File: config.mk
export PLATFORM = sky130hd
export DESIGN_NAME = rx_accept_filter
export DESIGN_NICKNAME = d
export VERILOG_FILES = /design/src/rtl/rxf_pkg.sv /design/src/rtl/rxf_frame_track.sv /design/src/rtl/rxf_addr_match.sv /design/src/rtl/rxf_decide.sv /design/src/rtl/rx_accept_filter.sv
export SDC_FILE = /design/constraint.sdc
export NUM_CORES = 1
export LEC_CHECK = 0
export BUFFER_PORTS_ARGS = -buffer_cell sky130_fd_sc_hd__buf_2
export CAP_MARGIN = 20
export CELL_PAD_IN_SITES_DETAIL_PLACEMENT = 2
export CELL_PAD_IN_SITES_GLOBAL_PLACEMENT = 2
export CORE_AREA = 2 2 315 317
export DETAILED_ROUTE_END_ITERATION = 6
export DIE_AREA = 0 0 317 319
export GPL_ROUTABILITY_DRIVEN = 0
export PLACE_DENSITY = 0.49
export SETUP_SLACK_MARGIN = 0.2
export SYNTH_ARGS = -nofsm -noshare
export SYNTH_HDL_FRONTEND = slang
export SYNTH_HIERARCHICAL = 1
export SYNTH_SLANG_ARGS = --single-unit
File: constraint.sdc
create_clock -name clk -period 4 [get_ports clk]
set_clock_uncertainty 0.1 [all_clocks]
set_input_delay 0.6 -clock clk [delete_from_list [all_inputs] [get_ports clk]]
set_output_delay 0.6 -clock clk [all_outputs]
set_load 0.005 [all_outputs]
File: src/rtl/rxf_pkg.sv
package rxf_pkg;
  localparam int unsigned MAC_W    = 48;
  localparam int unsigned DA_BYTES = MAC_W / 8;

  typedef logic [MAC_W-1:0] mac_t;

  typedef struct packed {
    logic keep;
    logic miss;
  } rxf_verdict_t;
endpackage

File: src/rtl/rxf_frame_track.sv
// Follows frame boundaries, counts bytes (saturating) and captures the
// destination address, most significant byte first.
module rxf_frame_track
  import rxf_pkg::*;
#(
  parameter int unsigned MIN_LEN = 64,
  parameter int unsigned LEN_W   = $clog2(MIN_LEN + 1)
) (
  input  logic             clk,
  input  logic             rst_n,
  input  logic             in_valid,
  input  logic             in_sop,
  input  logic             in_eop,
  input  logic [7:0]       in_data,
  output mac_t             da_o,
  output logic [LEN_W-1:0] len_o,
  output logic             eop_fire_o
);
  localparam logic [LEN_W-1:0] LEN_SAT = LEN_W'(MIN_LEN);
  localparam logic [LEN_W-1:0] DA_LEN  = LEN_W'(DA_BYTES);

  logic             in_frame_q, in_frame_d;
  logic [LEN_W-1:0] cnt_q, cnt_cur;
  mac_t             da_q, da_d;
  logic             byte_ok, da_take;

  always_comb begin
    byte_ok = in_valid && (in_sop || in_frame_q);
    if (in_sop)
      cnt_cur = LEN_W'(1);
    else if (cnt_q == LEN_SAT)
      cnt_cur = cnt_q;
    else
      cnt_cur = cnt_q + LEN_W'(1);
    da_take    = byte_ok && (in_sop || (cnt_q < DA_LEN));
    da_d       = in_sop ? {{(MAC_W-8){1'b0}}, in_data} : {da_q[MAC_W-9:0], in_data};
    in_frame_d = !in_eop;
  end

  always_ff @(posedge clk or negedge rst_n) begin
    if (!rst_n) begin
      in_frame_q <= 1'b0;
      cnt_q      <= '0;
      da_q       <= '0;
    end else begin
      if (byte_ok) begin
        in_frame_q <= in_frame_d;
        cnt_q      <= cnt_cur;
      end
      if (da_take)
        da_q <= da_d;
    end
  end

  assign da_o       = da_q;
  assign len_o      = cnt_cur;
  assign eop_fire_o = byte_ok && in_eop;
endmodule

File: src/rtl/rxf_addr_match.sv
// Parallel comparison of the captured address against station, slots, broadcast.
module rxf_addr_match
  import rxf_pkg::*;
#(
  parameter int unsigned N_SLOTS = 15
) (
  input  mac_t                     da,
  input  mac_t                     station,
  input  logic [N_SLOTS*MAC_W-1:0] slot_addr,
  input  logic [N_SLOTS-1:0]       slot_valid,
  input  logic                     slots_en,
  output logic                     stn_hit,
  output logic                     slot_hit,
  output logic                     bcast_hit
);
  logic [N_SLOTS-1:0] per_slot;

  for (genvar k = 0; k < N_SLOTS; k++) begin : g_slot
    assign per_slot[k] = slot_valid[k] && (slot_addr[k*MAC_W +: MAC_W] == da);
  end

  assign stn_hit   = (da == station);
  assign slot_hit  = slots_en && (|per_slot);
  assign bcast_hit = &da;
endmodule

File: src/rtl/rxf_decide.sv
// Combines length class, address hits and configuration into a registered verdict.
module rxf_decide
  import rxf_pkg::*;
#(
  parameter int unsigned SHORT_FLOOR = 16,
  parameter int unsigned MIN_LEN     = 64,
  parameter int unsigned LEN_W       = $clog2(MIN_LEN + 1)
) (
  input  logic             clk,
  input  logic             rst_n,
  input  logic             eop_fire,
  input  logic [LEN_W-1:0] len,
  input  logic             stn_hit,
  input  logic             slot_hit,
  input  logic             bcast_hit,
  input  logic             cfg_promisc,
  input  logic             cfg_bcast_rej,
  input  logic             cfg_short_ok,
  input  logic             cfg_fifo_if,
  output logic             v_valid,
  output logic             v_keep,
  output logic             v_miss
);
  localparam logic [LEN_W-1:0] FLOOR_L = LEN_W'(SHORT_FLOOR);
  localparam logic [LEN_W-1:0] MIN_L   = LEN_W'(MIN_LEN);

  rxf_verdict_t vd_d, vd_q;
  logic         valid_q;
  logic         too_small, is_short, addr_ok;

  always_comb begin
    too_small = (len <= FLOOR_L);
    is_short  = (len < MIN_L);
    addr_ok   = stn_hit || slot_hit || (bcast_hit && !cfg_bcast_rej);
    vd_d      = '0;
    if (eop_fire) begin
      if (too_small) begin
        vd_d = '0;
      end else if (is_short && !cfg_fifo_if) begin
        vd_d.keep = cfg_short_ok && addr_ok;
      end else if (addr_ok) begin
        vd_d.keep = 1'b1;
      end else if (cfg_promisc) begin
        vd_d.keep = 1'b1;
        vd_d.miss = 1'b1;
      end
    end
  end

  always_ff @(posedge clk or negedge rst_n) begin
    if (!rst_n) begin
      valid_q <= 1'b0;
      vd_q    <= '0;
    end else begin
      valid_q <= eop_fire;
      vd_q    <= vd_d;
    end
  end

  assign v_valid = valid_q;
  assign v_keep  = vd_q.keep;
  assign v_miss  = vd_q.miss;
endmodule

File: src/rtl/rx_accept_filter.sv
module rx_accept_filter
  import rxf_pkg::*;
#(
  parameter int unsigned N_ALIAS     = 15,
  parameter int unsigned SHORT_FLOOR = 16,
  parameter int unsigned MIN_LEN     = 64
) (
  input  logic                       clk,
  input  logic                       rst_n,
  input  logic                       in_valid,
  input  logic                       in_sop,
  input  logic                       in_eop,
  input  logic [7:0]                 in_data,
  input  logic                       cfg_promisc,
  input  logic                       cfg_bcast_rej,
  input  logic                       cfg_xmatch_en,
  input  logic                       cfg_short_ok,
  input  logic                       cfg_fifo_if,
  input  logic [47:0]                station_addr,
  input  logic [N_ALIAS*48-1:0]      alias_addr,
  input  logic [N_ALIAS-1:0]         alias_valid,
  output logic                       verdict_valid,
  output logic                       verdict_accept,
  output logic                       verdict_miss
);
  localparam int unsigned LEN_W = $clog2(MIN_LEN + 1);

  mac_t             frame_da;
  logic [LEN_W-1:0] frame_len;
  logic             eop_fire;
  logic             stn_hit, slot_hit, bcast_hit;

  rxf_frame_track #(.MIN_LEN(MIN_LEN), .LEN_W(LEN_W)) u_track (
    .clk       (clk),
    .rst_n     (rst_n),
    .in_valid  (in_valid),
    .in_sop    (in_sop),
    .in_eop    (in_eop),
    .in_data   (in_data),
    .da_o      (frame_da),
    .len_o     (frame_len),
    .eop_fire_o(eop_fire)
  );

  rxf_addr_match #(.N_SLOTS(N_ALIAS)) u_match (
    .da        (frame_da),
    .station   (station_addr),
    .slot_addr (alias_addr),
    .slot_valid(alias_valid),
    .slots_en  (cfg_xmatch_en),
    .stn_hit   (stn_hit),
    .slot_hit  (slot_hit),
    .bcast_hit (bcast_hit)
  );

  rxf_decide #(.SHORT_FLOOR(SHORT_FLOOR), .MIN_LEN(MIN_LEN), .LEN_W(LEN_W)) u_decide (
    .clk          (clk),
    .rst_n        (rst_n),
    .eop_fire     (eop_fire),
    .len          (frame_len),
    .stn_hit      (stn_hit),
    .slot_hit     (slot_hit),
    .bcast_hit    (bcast_hit),
    .cfg_promisc  (cfg_promisc),
    .cfg_bcast_rej(cfg_bcast_rej),
    .cfg_short_ok (cfg_short_ok),
    .cfg_fifo_if  (cfg_fifo_if),
    .v_valid      (verdict_valid),
    .v_keep       (verdict_accept),
    .v_miss       (verdict_miss)
  );
endmodule

==> flow_summary.ini <==
[status]
run_status = finished, final reports clean

[routing]
drc = 0
drt-total-wl_mm = 121.7
drt_pre_antenna_iters = 5
first_iter_violations = 741
via_per_inst = 4.259
vias = 15300
ant_nets = 0
wire_per_inst_um = 33.88

[synth]
synth-simple-area-share_pct = 19.11
async_reset_ff_share_pct = 100.0
synthFlopType = dfrtp_1
ys_seq_area_share_pct = 12.13
yosys-mux-area-fraction_pct = 0.9048
synth_fa_ha_area_share_pct = 0.2056
synth_area_um2 = 12170
synth_area_leaders = xnor2_1 (27%), xor2_1 (25%), dfrtp_1 (12%)
ys_types = 52
synth_xor_area_share_pct = 52.40
syn-num-nets = 2280
synth_top_family_by_area = XOR/XNOR gates
synth_compound_area_share_pct = 8.081
post_synth_inst_count = 1477
synth-edff-count = 0
synth.avg_cell_area_um2 = 8.239
synth_top_area_cell = xnor2_1
synth-seq-cells = 59
yosysTopAreaCellShare_pct = 27.42
yosysWarningCount = 6

[final_layout]
drive_above_1_share_pct = 43.74
syn2layout_area_growth_pct = 53.27
fillers = 11510
final_cell_mix = buf_2 (806), xnor2_1 (380), xor2_1 (347), nand4_1 (118), nor4_1 (110)
nets = 3092
layout_commonest_cell = buf_2

[pwr]
power.leakage_nw = 8.098
clkPwrFrac_pct = 14.0
p_sw_share_pct = 52.81
pwr_density_cell_nw_per_um2 = 317.2
pwr-share-comb_pct = 62.7
p_seq_share_pct = 23.3
p_int_w = 0.002792
switchingPower_w = 0.003124
max-vdd-ir-drop_uv = 203.7

[sta]
drv_slew = 0
setup_viol = 0
worst_slack_ns = 0.3315
setup-tns-final_ns = 0
hold_viol_final = 0
tightest_slew_ns = 0.8806
timing.fmax_ghz = 0.2726
layout_min_cycle_time_ns = 3.668
period_share_pct = 91.71
rsz0062_at_grt = no
max-slew-margin-rel_pct = 41.30

[die]
initial_core_util_pct = 12.46
coreArea_um2 = 97700
dieArea_um2 = 101100
die_y_um = 319
num_rows = 115
dieWidth_um = 317
ios = 804

[clocking]
cts_inserted_buffers = 9
htreeDepth = 3
cts_tree = done
clock_sinks = 59
cts-root-buf = clkbuf_16
clock_path_buffers = 2
hold_buffers = 0
clk_pin_slew_ns = 0.06
clk_latency_ns = 0.35

[place]
portBuffers = 803
hpwl_mm = 99.06
dp_slack_ns = 0.1949

[setup_path]
path_max_fanout = 13
endpoint_kind = flop
reg2reg_from = u_track/da_o[46]
reg2reg_slack_ns = 0.33
start_kind = flop
crit_arrival_ns = 3.84
reg2reg_depth = 13
r2r_end = u_decide/v_keep
path_cells = buf_12 > xnor2_1 > nand2_1 > nor4_1 > buf_2 > nand4_1 > buf_4 > o211ai_1 > buf_4 > o41a_1 > or2_4 > o32ai_1 > a21boi_1
crit_required_ns = 4.17
cp_slowest_cell = dfrtp_2
startpoint = u_track/da_o[46]
critical_path_class = reg2reg
slowest_delay_ns = 0.59
crit_top_cell = buf_4

[grt]
antenna_found_initial = 18
grt_pass1_wl_mm = 158.3
grt_max_degree = 55
grt_pass1_vias = 17730
grt_usage_pct = 23.21
grt_overflow_total = 0

[hold_path]
hp-class = in2async

[run]
cap_violations = 0
cells in the mapped netlist (all sizes together), types with 2 or more instances:
library cell  number
inv               27
o41ai              2
ha                 2
nand2b            29
mux2i              2
o221ai             6
o21ai             53
a21oi              2
a31oi              2
nor3              19
or4                3
a22o               5
xnor2            381
o211ai             2
nor2               3
nor2b             18
nand2             51
nand3             24
o2111ai           11
buf              111
nor4             114
dfrtp             59
mux2               8
a221o              2
and2b              2
a2111o             5
clkbuf             9
nor4b              3
and3               4
xor2             347
nand4            118
a22oi             42
power groups by stage:
| stage | registers (W) | logic, W | clock network, W |
|---|---|---|---|
| floorplan | 0.000763 | 0.00210 | 0 |
| detailed placement | 0.00140 | 0.00369 | 0 |
| CTS | 0.00139 | 0.00372 | 0.000856 |
| global placement | 0.00139 | 0.00367 | 0 |
| finish | 0.00138 | 0.00371 | 0.000829 |
| global route | 0.00140 | 0.00393 | 0.000871 |
final cells by class:
type                    instances  area [µm²]  share of cell area (%)
inverters                      27       101.3                  0.5434
multi-input cells            1271        9853                   52.83
flip-flops and latches         59        1539                   8.251
well taps                    1287        1610                   8.634
clock inverters                 2       35.03                  0.1878
repair buffers                921        5223                   28.00
clock buffers                  13       260.3                   1.395
diodes                         12       30.03                  0.1610
timing repair:
| item | in CTS | in global routing |
|---|---|---|
| setup buffers | 0 | 0 |
| gates resized for setup | 1 | 2 |
| gates cloned | 0 | 0 |
| setup endpoints to repair | 1 | 1 |
worst max path at each step:
stage,end,cells after the start
3_3_place_gp,u_decide/v_keep,12
4_1_cts,u_decide/v_keep,9
5_1_grt,u_decide/v_keep,9
3_5_place_dp,u_decide/v_keep,9
6_report,u_decide/v_keep,13
2_1_floorplan,u_decide/v_keep,9
kinds of logic after synthesis:
logic type / Yosys count
AOI/OAI and AO/OA: 139
xor gates and xnor gates: 728
adders and majority gates: 2
buffers and inverters: 147
DFF: 59
muxes: 10
and+or+nand+nor: 392
state kept, by name, indices dropped and copies added, names as in the netlist:
signal              count
u_decide/v_keep         1
u_decide/v_miss         1
u_decide/v_valid        1
u_track/cnt_q           7
u_track/da_o           48
u_track/in_frame_q      1
through the flow:
step	instance area, µm²	power [W]	instances	hold slack, ns	utilization (%)
after CTS	18610	0.005967	3580	0.2957	19.05
after detailed placement	18310	0.005096	3565	0.4516	18.74
after floorplan	12170	0.002868	1477	0.2044	-
final	18650	0.005916	3592	0.2650	19.09
after global placement	18290	0.005057	3561	0.4158	18.72
after global routing	18640	0.006196	3588	0.3034	19.08
routing by layer:
layer / vias to the layer above / global-route usage, % / share of wire (%)
li1: 6748 / - / -
met2: 607 / 42.04 / 51
met4: 2 / 3.920 / 1.8
met1: 7854 / 29.58 / 43
met3: 86 / 2.536 / 4.3
met5: - / 0 / 0.0058
worst max-delay path: cells and delay by family, from the launching register on:
| family | cells | cell delay (ns) |
|---|---|---|
| AOI/OAI and AO/OA | 4 | 0.50 |
| xor gates and xnor gates | 1 | 0.52 |
| buffers and inverters | 4 | 0.86 |
| DFF | 1 | 0.59 |
| and+or+nand+nor | 4 | 1.01 |
Note: power is estimated with default switching activity, not from simulation.
